===== src/rtl/deframer_pkg.sv =====
package deframer_pkg;

    typedef enum logic {
        FR_HUNT    = 1'b0,
        FR_PAYLOAD = 1'b1
    } frame_state_e;

    typedef enum logic [1:0] {
        SLOT_EMPTY = 2'd0,
        SLOT_LEFT  = 2'd1,
        SLOT_RIGHT = 2'd2
    } slot_e;

    typedef struct packed {
        logic       chan;
        logic [3:0] code;
    } code_beat_t;

    // Match count after one accepted byte during the hunt.
    function automatic int unsigned next_match(input int unsigned cur, input logic hit);
        return hit ? cur + 1 : 0;
    endfunction

endpackage


===== src/rtl/sync_hunter.sv =====
module sync_hunter #(
    parameter logic [7:0] SYNC_BYTE = 8'hA5,
    parameter int         SYNC_LEN  = 4
) (
    input  logic       clk,
    input  logic       rst,
    input  logic       hunting,
    input  logic       byte_valid,
    input  logic [7:0] byte_in,
    output logic       header_found
);
    import deframer_pkg::*;

    localparam int CW = $clog2(SYNC_LEN + 1);
    localparam logic [CW-1:0] LAST = CW'(SYNC_LEN - 1);

    logic [CW-1:0] match_q;
    logic          hit;

    assign hit          = (byte_in == SYNC_BYTE);
    assign header_found = hunting && byte_valid && hit && (match_q == LAST);

    always_ff @(posedge clk) begin
        if (rst) begin
            match_q <= '0;
        end else if (!hunting) begin
            match_q <= '0;
        end else if (byte_valid) begin
            if (header_found)
                match_q <= '0;
            else
                match_q <= CW'(next_match(int'(match_q), hit));
        end
    end
endmodule


===== src/rtl/frame_sequencer.sv =====
module frame_sequencer #(
    parameter int PAYLOAD_LEN = 256
) (
    input  logic clk,
    input  logic rst,
    input  logic header_found,
    input  logic byte_valid,
    output logic hunting,
    output logic accept,
    output logic locked,
    output logic pkt_done
);
    import deframer_pkg::*;

    localparam int PW = (PAYLOAD_LEN > 1) ? $clog2(PAYLOAD_LEN) : 1;
    localparam logic [PW-1:0] LAST = PW'(PAYLOAD_LEN - 1);

    frame_state_e state_q;
    logic [PW-1:0] count_q;

    assign hunting = (state_q == FR_HUNT);
    assign locked  = (state_q == FR_PAYLOAD);
    assign accept  = locked && byte_valid;

    always_ff @(posedge clk) begin
        if (rst) begin
            state_q  <= FR_HUNT;
            count_q  <= '0;
            pkt_done <= 1'b0;
        end else begin
            pkt_done <= 1'b0;
            case (state_q)
                FR_HUNT: begin
                    count_q <= '0;
                    if (header_found)
                        state_q <= FR_PAYLOAD;
                end
                FR_PAYLOAD: begin
                    if (byte_valid) begin
                        if (count_q == LAST) begin
                            state_q  <= FR_HUNT;
                            count_q  <= '0;
                            pkt_done <= 1'b1;
                        end else begin
                            count_q <= count_q + 1'b1;
                        end
                    end
                end
                default: state_q <= FR_HUNT;
            endcase
        end
    end
endmodule


===== src/rtl/nibble_splitter.sv =====
module nibble_splitter #(
    parameter int CODE_W = 4
) (
    input  logic              clk,
    input  logic              rst,
    input  logic              load,
    input  logic [2*CODE_W-1:0] load_byte,
    input  logic              out_ready,
    output logic [CODE_W-1:0] code_out,
    output logic              code_chan,
    output logic              code_valid,
    output logic              overflow
);
    import deframer_pkg::*;

    slot_e               slot_q;
    logic [2*CODE_W-1:0] hold_q;
    logic                take;
    logic                drained;

    assign code_valid = (slot_q != SLOT_EMPTY);
    assign code_chan  = (slot_q == SLOT_RIGHT);
    assign code_out   = code_chan ? hold_q[CODE_W-1:0] : hold_q[2*CODE_W-1:CODE_W];
    assign take       = code_valid && out_ready;
    // Slot is free this cycle if empty or its last code leaves now.
    assign drained    = (slot_q == SLOT_EMPTY) || (slot_q == SLOT_RIGHT && out_ready);

    always_ff @(posedge clk) begin
        if (rst) begin
            slot_q   <= SLOT_EMPTY;
            hold_q   <= '0;
            overflow <= 1'b0;
        end else begin
            if (load) begin
                hold_q <= load_byte;
                slot_q <= SLOT_LEFT;
                if (!drained)
                    overflow <= 1'b1;
            end else if (take) begin
                slot_q <= (slot_q == SLOT_LEFT) ? SLOT_RIGHT : SLOT_EMPTY;
            end
        end
    end
endmodule


===== src/rtl/pkt_deframer.sv =====
module pkt_deframer #(
    parameter logic [7:0] SYNC_BYTE   = 8'hA5,
    parameter int         SYNC_LEN    = 4,
    parameter int         PAYLOAD_LEN = 256
) (
    input  logic       clk,
    input  logic       rst,
    input  logic [7:0] in_byte,
    input  logic       in_valid,
    input  logic       out_ready,
    output logic [3:0] code_out,
    output logic       code_chan,
    output logic       code_valid,
    output logic       locked,
    output logic       pkt_done,
    output logic       overflow
);
    import deframer_pkg::*;

    logic       hunting;
    logic       header_found;
    logic       accept;
    code_beat_t beat;

    sync_hunter #(.SYNC_BYTE(SYNC_BYTE), .SYNC_LEN(SYNC_LEN)) u_hunt (
        .clk(clk), .rst(rst), .hunting(hunting), .byte_valid(in_valid),
        .byte_in(in_byte), .header_found(header_found)
    );

    frame_sequencer #(.PAYLOAD_LEN(PAYLOAD_LEN)) u_seq (
        .clk(clk), .rst(rst), .header_found(header_found), .byte_valid(in_valid),
        .hunting(hunting), .accept(accept), .locked(locked), .pkt_done(pkt_done)
    );

    nibble_splitter #(.CODE_W(4)) u_split (
        .clk(clk), .rst(rst), .load(accept), .load_byte(in_byte),
        .out_ready(out_ready), .code_out(beat.code), .code_chan(beat.chan),
        .code_valid(code_valid), .overflow(overflow)
    );

    assign code_out  = beat.code;
    assign code_chan = beat.chan;
endmodule


===== config.mk =====
export PLATFORM = sky130hd
export DESIGN_NAME = pkt_deframer
export DESIGN_NICKNAME = d
export VERILOG_FILES = /design/src/rtl/deframer_pkg.sv /design/src/rtl/sync_hunter.sv /design/src/rtl/frame_sequencer.sv /design/src/rtl/nibble_splitter.sv /design/src/rtl/pkt_deframer.sv
export SDC_FILE = /design/constraint.sdc
export NUM_CORES = 1
export LEC_CHECK = 0
export ABC_AREA = 1
export BUFFER_PORTS_ARGS = -buffer_cell sky130_fd_sc_hd__buf_4
export CAP_MARGIN = 20
export CORE_MARGIN = 2
export CORE_UTILIZATION = 47
export DETAILED_ROUTE_END_ITERATION = 8
export GPL_ROUTABILITY_DRIVEN = 0
export PLACE_DENSITY = 0.64
export SYNTH_ARGS = -nofsm -noshare
export SYNTH_HDL_FRONTEND = slang
export SYNTH_HIERARCHICAL = 1
export SYNTH_SLANG_ARGS = --single-unit

===== constraint.sdc =====
create_clock -name clk -period 3.8 [get_ports clk]
set_clock_uncertainty 0.15 [all_clocks]
set_input_delay 0.38 -clock clk [delete_from_list [all_inputs] [get_ports clk]]
set_output_delay 0.38 -clock clk [all_outputs]
set_load 0.05 [all_outputs]

==> impl_metrics.yaml, run 1 <==
run_status:
  status: "finished clean"
clock_network:
  cts_resized: 0
  postCtsHoldBufs: 0
  cts.path.max_buffers: 2
  cts_max_level: 1
  cts_tree: "done"
  cts_setup_buffers: 0
  cts-buffers-inserted: 3
  root_buffer: "clkbuf_4"
  clock_latency_ns: 0.31
  clock-sinks: 24
  clk_pin_slew_ns: 0.13
power_and_ir_drop:
  clockPowerShare_pct: 28.9
  power.leakage_nw: 0.672
  p_sw_share_pct: 23.1
  p_int_mw: 0.299
  total_power_mw: 0.389
  p_per_area_nw_per_um2: 264
  combPwrFrac_pct: 6.4
  p_seq_share_pct: 64.7
  ir_drop_mv: 0.206
  power_switching_mw: 0.0900
synth:
  yosys_warnings: 6
  ys_ff_latch: 24
  syn_area_per_cell_um2: 6.74
  seq_area_frac_synth_pct: 37.5
  synth_area_um2: 1280
  syn-num-nets: 205
  synth_cell_types: 23
  syn-instance-count: 190
timing:
  period_minus_slack_ns: 1.77
  final-setup-viol-count: 0
  hold_violations: 0
  post-route-period-util_pct: 46.5
  maxSlewViolCount: 0
  finalSetupTns_ns: 0
  slew_headroom_pct: 80.4
  fmax_mhz: 566
  tightest_slew_ns: 0.294
  grt_setup_unrepaired: "false"
  whs_ns: 0.160
  postLayoutSetupSlackWorst_ns: 2.03
worst_setup_path:
  crit_path_cell_trace: "inv_2, nand2_2, nand2_1, nand2_1, buf_4"
  reg2reg_depth: 7
  r2r_slack_ns: 2.41
  crit_buf_inv: 2
  start_kind: "flop"
  max_stage_delay_ns: 0.40
  required_ns: 3.27
  cp.arrival_ns: 1.24
  rr_startpoint: "u_hunt/match_q[0]$_SDFFE_PP0P_"
  path_delay_family: "flip-flops"
  crit_slowest_cell: "dfxtp_1"
  cpMostUsedCell: "nand2_1"
  crit_type: "reg -> out"
  cp_max_fo: 5
  worst_setup_path_end_kind: "output port"
  rr_endpoint: "u_hunt/match_q[1]$_SDFFE_PP0P_"
floorplanning:
  io_pins: 21
  core-area_um2: 2520
  fp-row-count: 18
  initial_core_util_pct: 50.8
  die_w_um: 56.2
  fp.dieArea_um2: 3160
  die_y_um: 56.2
grt:
  grt_max_degree: 15
  antenna_found_initial: 0
  grt_pass1_wl_mm: 4.44
  grt_usage_pct: 17.2
  grt_pass1_vias: 1037
  grt.overflow.total: 0
layout:
  final_cell_mix: "nand2_1, nor2_1, dfxtp_1"
  fin_util_pct: 58.4
  num-nets-final: 228
  finalNonFillerCells: 241
  syn2layout_area_growth_pct: 14.9
  final_common_cell: "nand2_1"
  n_antenna_cell: 0
  drive_gt1_share_pct: 22.7
  final_cell_area_um2: 1470
detailed_routing:
  drtIter0Drc: 29
  routed_wl_mm: 2.61
  drc_errors: 0
  wl_per_cell_um: 10.8
  drtPass1Iterations: 4
  viasPerCell: 4.85
  drtAntennaViolNets: 0
  vias: 1170
place:
  place_ws_ns: 2.40
  placed_cell_area_um2: 1450
  dpl.hpwl_mm: 1.97
  port-buffer-count: 20
  dp_cells: 238
worst_hold_path:
  holdPathEnd: "u_split/hold_q[1]$_SDFFE_PP0P_"
  min_from: "in_byte[1]"
  holdPathStages: 3
  hold_path_class: "in -> reg"
flow_run:
  maxCapViolCount: 0
==> cell families (layout without fill, tap and decap cells) <==
kind of cell | after synthesis | in the layout | share of synthesized area [%]
flops | 24 | 24 | 37.5
compound gates | 23 | 23 | 11.2
fa+ha+maj | 3 | 3 | 2.93
simple gates | 111 | 111 | 38.0
buf+inv | 28 | 49 | 9.67
xor+xnor | 1 | 1 | 0.684
==> worst min-delay path: cells and delay by family <==
kind | cells | cell delay [ns]
simple gates | 2 | 0.12
buf+inv | 1 | 0.09
==> cells in the mapped netlist <==
cell type	instances	share of area (%)
a21oi_1	8	3.1
a21oi_2	4	2.7
a21oi_4	1	1.3
buf_4	1	0.59
buf_6	1	0.88
dfxtp_1	24	37
ha_1	3	2.9
inv_1	20	5.9
inv_2	4	1.2
inv_4	1	0.49
inv_6	1	0.68
nand2_1	56	16
nand2_2	5	2.4
nand3_1	7	2.7
nand3b_1	1	0.59
nand4_1	2	0.98
nor2_1	31	9.1
nor2_2	5	2.4
nor2_4	2	1.8
nor3_2	2	1.6
o21ai_0	9	3.5
o21bai_1	1	0.59
xor2_1	1	0.68
==> area by class of cell <==
type / instances / area [um^2]
flip-flops and latches: 24 / 480
well taps: 30 / 37.5
repair buffers: 20 / 150
fillers: 262 / 1050
clock buffers: 3 / 22.5
multi-input cells: 138 / 677
inverters: 26 / 105
==> how the worst max path moves through the flow <==
| stage | from | to | slack, ns | cells after the start |
|---|---|---|---|---|
| 5_1_grt | u_split/slot_q[0]$_SDFFE_PP0P_ | code_out[2] | 1.94 | 5 |
| 6_report | u_split/slot_q[0]$_SDFFE_PP0P_ | code_out[3] | 2.03 | 5 |
| 2_1_floorplan | u_seq/locked$_SDFF_PP0_ | u_split/hold_q[2]$_SDFFE_PP0P_ | 2.25 | 6 |
| 3_5_place_dp | u_split/slot_q[0]$_SDFFE_PP0P_ | code_out[3] | 2.40 | 5 |
| 4_1_cts | u_split/slot_q[0]$_SDFFE_PP0P_ | code_out[3] | 2.02 | 5 |
| 3_3_place_gp | u_split/slot_q[1]$_SDFFE_PP0P_ | code_out[1] | 2.43 | 5 |
==> state kept, by name (all words and copies together), names as in the netlist <==
name and flops:
u_split/hold_q 8, u_seq/locked 1, u_seq/pkt_done 1, u_split/overflow 1
u_hunt/match_q 3, u_split/slot_q 2, u_seq/count_q 8
==> power by group through the flow <==
stage	Clock, mW	Sequential (mW)	Combinational, mW
global placement	0	0.257	0.0248
global route	0.127	0.252	0.0278
CTS	0.117	0.252	0.0250
finish	0.113	0.252	0.0248
floorplan	0	0.257	0.0108
detailed placement	0	0.257	0.0249
==> metal layers <==
layer  global-route usage, %  wire, um
met1                    22.5      1290
met2                    28.4      1220
met3                    2.09        82
met4                    7.14        18
met5                       0         0
(Power assumes the default switching activity.)
==> inputs of run 2 (changes only) <==
--- a/config.mk
+++ b/config.mk
@@ -5,14 +5,14 @@
 export SDC_FILE = /design/constraint.sdc
 export NUM_CORES = 1
 export LEC_CHECK = 0
-export ABC_AREA = 1
+export ABC_AREA = 0
 export BUFFER_PORTS_ARGS = -buffer_cell sky130_fd_sc_hd__buf_4
 export CAP_MARGIN = 20
 export CORE_MARGIN = 2
 export CORE_UTILIZATION = 47
 export DETAILED_ROUTE_END_ITERATION = 8
 export GPL_ROUTABILITY_DRIVEN = 0
-export PLACE_DENSITY = 0.64
+export PLACE_DENSITY = 0.68
 export SYNTH_ARGS = -nofsm -noshare
 export SYNTH_HDL_FRONTEND = slang
 export SYNTH_HIERARCHICAL = 1
==> constraint.sdc (replaced) <==
create_clock -name clk -period 1.5 [get_ports clk]
set_clock_uncertainty 0.15 [all_clocks]
set_input_delay 0.15 -clock clk [delete_from_list [all_inputs] [get_ports clk]]
set_output_delay 0.15 -clock clk [all_outputs]
set_load 0.05 [all_outputs]
==> run 2 against run 1 <==
- largest cell class unchanged
- sequential cell count stayed put
- first-iteration DRC count is 34% lower
- the run now ends with negative setup slack left
- design area is 4.1% higher
- highest routed layer unchanged
- power grew to 2.7 times the previous value
- sequential share of layout area is 0.63 points lower
- wire length is 4.3% lower
- register-to-register slack worse by 2.3 ns
- critical endpoint is now code_out[0]
- synthesized area is 12% lower
- non-clock buffer count is 15 higher
==> impl_metrics.yaml, run 2 <==
clock_network:
  cts_max_level: 1
  clock_latency_ns: 0.32
  cts.path.max_buffers: 2
  cts-buffers-inserted: 3
  clock-sinks: 24
  cts_tree: "done"
  root_buffer: "clkbuf_4"
  clk_pin_slew_ns: 0.13
timing:
  period_minus_slack_ns: 1.69
  final-setup-viol-count: 5
  grt_setup_unrepaired: "true"
  fmax_mhz: 593
  finalSetupTns_ns: -0.756
  maxSlewViolCount: 0
  hold_violations: 0
  tightest_slew_ns: 0.211
  slew_headroom_pct: 85.9
  post-route-period-util_pct: 113
  postLayoutSetupSlackWorst_ns: -0.188
layout:
  num-nets-final: 171
  drive_gt1_share_pct: 32.3
  syn2layout_area_growth_pct: 36.3
  n_antenna_cell: 0
  final_cell_mix: "buf_4, dfxtp_1, nor2_1"
  largest_registers: "u_seq/count_q x8, u_split/hold_q x8, u_hunt/match_q x3"
grt:
  grt_pass1_vias: 946
  grt_usage_pct: 19.4
  grt_max_degree: 14
  antenna_found_initial: 0
  grt.overflow.total: 0
  grt_pass1_wl_mm: 4.02
detailed_routing:
  drtAntennaViolNets: 0
  drtPass1Iterations: 4
  viasPerCell: 5.18
  drtIter0Drc: 19
  routed_wl_mm: 2.49
  wl_per_cell_um: 13.6
  vias: 948
  drc_errors: 0
floorplanning:
  io_pins: 21
  initial_core_util_pct: 50.4
  fp-row-count: 17
  die_y_um: 52.9
  die_w_um: 52.9
  fp.dieArea_um2: 2800
  core-area_um2: 2230
synth:
  synth_top_cells_by_count: "dfxtp_1, nor2_1, mux2i_1, nand2_1, a21oi_1"
  synth_ff_type: "dfxtp_1"
  seq_area_frac_synth_pct: 42.7
  yosys_warnings: 6
  yosysMostFrequentCell: "dfxtp_1"
  ys_ff_latch: 24
  synth_top_cell_by_area: "dfxtp_1"
  netlist.area_leader.share_pct: 42.7
  syn_area_per_cell_um2: 9.37
  synth_cell_types: 32
  synth-edff-count: 0
  synth_area_leaders: "dfxtp_1, mux2i_1, nor2_1"
  synth_area_um2: 1120
  syn-num-nets: 135
  async_flop_share_pct: 0
  syn-instance-count: 120
flow_run:
  maxCapViolCount: 0
power_and_ir_drop:
  total_power_mw: 1.05
  power.leakage_nw: 0.609
  ir_drop_mv: 0.483
  p_per_area_nw_per_um2: 684
place:
  port-buffer-count: 20
  dpl.hpwl_mm: 1.59
worst_setup_path:
  crit_type: "reg -> out"
  cp_max_fo: 5
  start_kind: "flop"
  worst_setup_path_end_kind: "output port"
  required_ns: 1.20
  cp.arrival_ns: 1.39
run_status:
  status: "complete, but fails checks"
  violations: "negative setup slack"
worst_hold_path:
  hold_path_class: "in -> reg"
## run 2: final cells by class
type                       count  area [um^2]
inverter                       5         18.8
timing repair buffer          35          325
fill                         190          701
sequential                    24          490
tap                           28         35.0
clock buffer                   4         36.3
multi-input combinational     87          627
## run 2: metal layers
metal / vias to the layer above / part of all wire, % / track usage (%)
met5: - / 0 / 0
met4: 0 / 3.1 / 8.55
met3: 8 / 2.6 / 2.54
met2: 16 / 47 / 30.8
met1: 435 / 48 / 26.1
li1: 489 / - / -
## run 2: final timing paths
kind / start / end / slack, ns / depth (start not counted)
max: u_split/slot_q[0]$_SDFFE_PP0P_ / code_out[0] / -0.19 / 4
min: in_valid / u_seq/count_q[0]$_SDFFE_PP0P_ / 0.02 / 3
max reg2reg: u_seq/count_q[0]$_SDFFE_PP0P_ / u_seq/count_q[5]$_SDFFE_PP0P_ / 0.09 / 5
min reg2reg: u_hunt/match_q[0]$_SDFFE_PP0P_ / u_hunt/match_q[0]$_SDFFE_PP0P_ / 0.29 / 1
## run 2: power breakdown
group          switching [mW]  internal (mW)
logic                  0.0275         0.0443
clock network           0.193          0.148
registers           0.0000292          0.635
total                   0.220          0.828
## run 2: worst max-delay path: stages, from the launching register on
cell,delay [ns]
dfxtp_4,0.38
nor2b_4,0.10
buf_6,0.13
mux2_4,0.30
buf_6,0.15
## run 2: through the flow
step / setup slack, ns / hold slack, ns / utilization, % / std cells / instance area (um^2)
finish: -0.188 / 0.0199 / 68.6 / 183 / 1530
global route: -0.243 / 0.0231 / 68.6 / 183 / 1530
CTS: -0.205 / 0.00946 / 65.9 / 183 / 1470
detailed placement: 0.0136 / 0.190 / 58.2 / 167 / 1300
global placement: 0.0678 / 0.190 / 58.2 / 167 / 1300
floorplan: 0.0984 / 0.0647 / - / 120 / 1130
## run 2: repair_timing
action	4_1_cts	5_1_grt
hold buffers	10	0
setup endpoints to repair	5	14
hold endpoints to repair	12	0
gates resized for setup	7	18
buffers inserted	2	1
pin swaps	1	11
## run 2: cells by family after synthesis
kind of cell / synth area share, %
compound gates: 9.79
buf+inv: 4.67
mux: 13.3
fa+ha+maj: 3.34
xor+xnor: 1.56
flops: 42.7
simple gates: 24.6
==> inputs of run 3 (changes only) <==
--- a/config.mk
+++ b/config.mk
@@ -5,14 +5,14 @@
 export SDC_FILE = /design/constraint.sdc
 export NUM_CORES = 1
 export LEC_CHECK = 0
-export ABC_AREA = 0
+export ABC_AREA = 1
 export BUFFER_PORTS_ARGS = -buffer_cell sky130_fd_sc_hd__buf_4
 export CAP_MARGIN = 20
 export CORE_MARGIN = 2
 export CORE_UTILIZATION = 47
 export DETAILED_ROUTE_END_ITERATION = 8
 export GPL_ROUTABILITY_DRIVEN = 0
-export PLACE_DENSITY = 0.68
+export PLACE_DENSITY = 0.67
 export SYNTH_ARGS = -nofsm -noshare
 export SYNTH_HDL_FRONTEND = slang
 export SYNTH_HIERARCHICAL = 1
==> run 3 against run 2 <==
- the run now ends clean
- critical path depth rose by 2
- first-iteration DRC count rose by 140%
- power rose by 2.8%
- combinational power rose by 32%
- core utilization fell by 1.9 points
- sequential power barely moved
- global-route usage barely moved
- sequential cell count did not move
==> impl_metrics.yaml, run 3 (synthesis results as in run 1) <==
power_and_ir_drop:
  power.leakage_nw: 0.747
  ir_drop_mv: 0.451
  p_per_area_nw_per_um2: 640
floorplanning:
  die_y_um: 56.2
  die_w_um: 56.2
  fp-row-count: 18
  io_pins: 21
  core-area_um2: 2520
  fp.dieArea_um2: 3160
  initial_core_util_pct: 50.8
layout:
  final_cell_area_um2: 1680
  syn2layout_area_growth_pct: 31.3
  fillers: 209
  final_common_cell: "nand2_1"
  drive_gt1_share_pct: 30.5
  largest_registers: "u_seq/count_q x8, u_split/hold_q x8, u_hunt/match_q x3"
  num-nets-final: 242
  final_cell_mix: "nand2_1, nor2_1, dfxtp_1"
  n_antenna_cell: 0
clock_network:
  clock_latency_ns: 0.31
  cts-buffers-inserted: 3
  cts_tree: "done"
  root_buffer: "clkbuf_4"
  cts.path.max_buffers: 2
  clk_pin_slew_ns: 0.13
  clock-sinks: 24
  cts_max_level: 1
worst_setup_path:
  crit_path_start: "u_split/slot_q[0]$_SDFFE_PP0P_"
  required_ns: 1.20
  cp_max_fo: 5
  rr_endpoint: "u_hunt/match_q[1]$_SDFFE_PP0P_"
  worst_setup_path_end_kind: "output port"
  r2r_slack_ns: 0.10
  start_kind: "flop"
  rr_startpoint: "u_hunt/match_q[0]$_SDFFE_PP0P_"
  reg2reg_depth: 7
  cp.arrival_ns: 1.15
  crit_type: "reg -> out"
timing:
  final-setup-viol-count: 0
  finalSetupTns_ns: 0
  fmax_mhz: 687
  tightest_slew_ns: 0.289
  slew_headroom_pct: 80.7
  period_minus_slack_ns: 1.45
  grt_setup_unrepaired: "true"
  hold_violations: 0
  whs_ns: 0.327
  maxSlewViolCount: 0
  post-route-period-util_pct: 97.0
worst_hold_path:
  holdPathEnd: "u_split/overflow$_SDFFE_PP0P_"
  hold_path_class: "reg -> reg"
  min_from: "u_split/overflow$_SDFFE_PP0P_"
  holdPathStages: 2
detailed_routing:
  vias: 1252
  drtIter0Drc: 46
  wl_per_cell_um: 11.5
  drtPass1Iterations: 4
  drtAntennaViolNets: 0
  viasPerCell: 4.89
  drc_errors: 0
  routed_wl_mm: 2.94
place:
  placed_cell_area_um2: 1450
  port-buffer-count: 20
  dpl.hpwl_mm: 2.05
grt:
  grt.overflow.total: 0
  grt_max_degree: 15
  grt_usage_pct: 19.3
  antenna_found_initial: 0
  grt_pass1_wl_mm: 4.96
  grt_pass1_vias: 1209
flow_run:
  maxCapViolCount: 0
run_status:
  status: "finished clean"
run 3: worst max-delay path by stage:
stage | endpoint | cells after the start
after global routing | code_out[2] | 6
after floorplan | code_out[0] | 4
after CTS | code_out[3] | 6
final | code_out[3] | 6
after detailed placement | u_hunt/match_q[1]$_SDFFE_PP0P_ | 7
after global placement | u_hunt/match_q[1]$_SDFFE_PP0P_ | 7
run 3: layer usage:
| metal | track usage, % | wire length, um | vias up |
|---|---|---|---|
| li1 | - | - | 654 |
| met1 | 24.3 | 1300 | 563 |
| met2 | 33.8 | 1490 | 33 |
| met3 | 2.33 | 136 | 2 |
| met4 | 6.80 | 15 | 0 |
| met5 | 0 | 0 | - |
run 3: area by class of cell:
class,instances,area (um^2),share of cell area (%)
clock buffer,4,36.3,2.16
tap,30,37.5,2.23
timing repair buffer,34,309,18.4
inverter,26,105,6.25
multi-input combinational,138,709,42.2
sequential,24,485,28.8
run 3: worst max-delay path, cell delays in order, from the launching register on:
cell and delay (ns):
dfxtp_2 0.35, inv_2 0.07, nand2_4 0.07, inv_4 0.08, nand2_1 0.05, nand2_1 0.07, buf_6 0.15
run 3: metrics by stage:
stage	setup slack, ns	utilization, %	cells	power (mW)
global placement	0.185	57.5	238	0.713
floorplan	0.179	-	190	0.679
detailed placement	0.111	57.5	238	0.714
finish	0.0451	66.7	256	1.08
CTS	0.00405	64.3	254	1.08
global route	-0.0297	66.7	256	1.11
run 3: power breakdown:
part           switching, mW  internal [mW]  leakage, nW
registers          0.0000383          0.637        0.195
logic                 0.0470         0.0475        0.531
clock network          0.197          0.148       0.0210
run 3: what timing repair did:
| action | in CTS | in global routing |
|---|---|---|
| setup endpoints to repair | 4 | 7 |
| endpoints found under the hold margin | 19 | 0 |
| setup buffers | 1 | 2 |
| cloned | 0 | 0 |
| pin swaps | 0 | 6 |
| hold buffers | 11 | 0 |
| resized for setup | 6 | 19 |
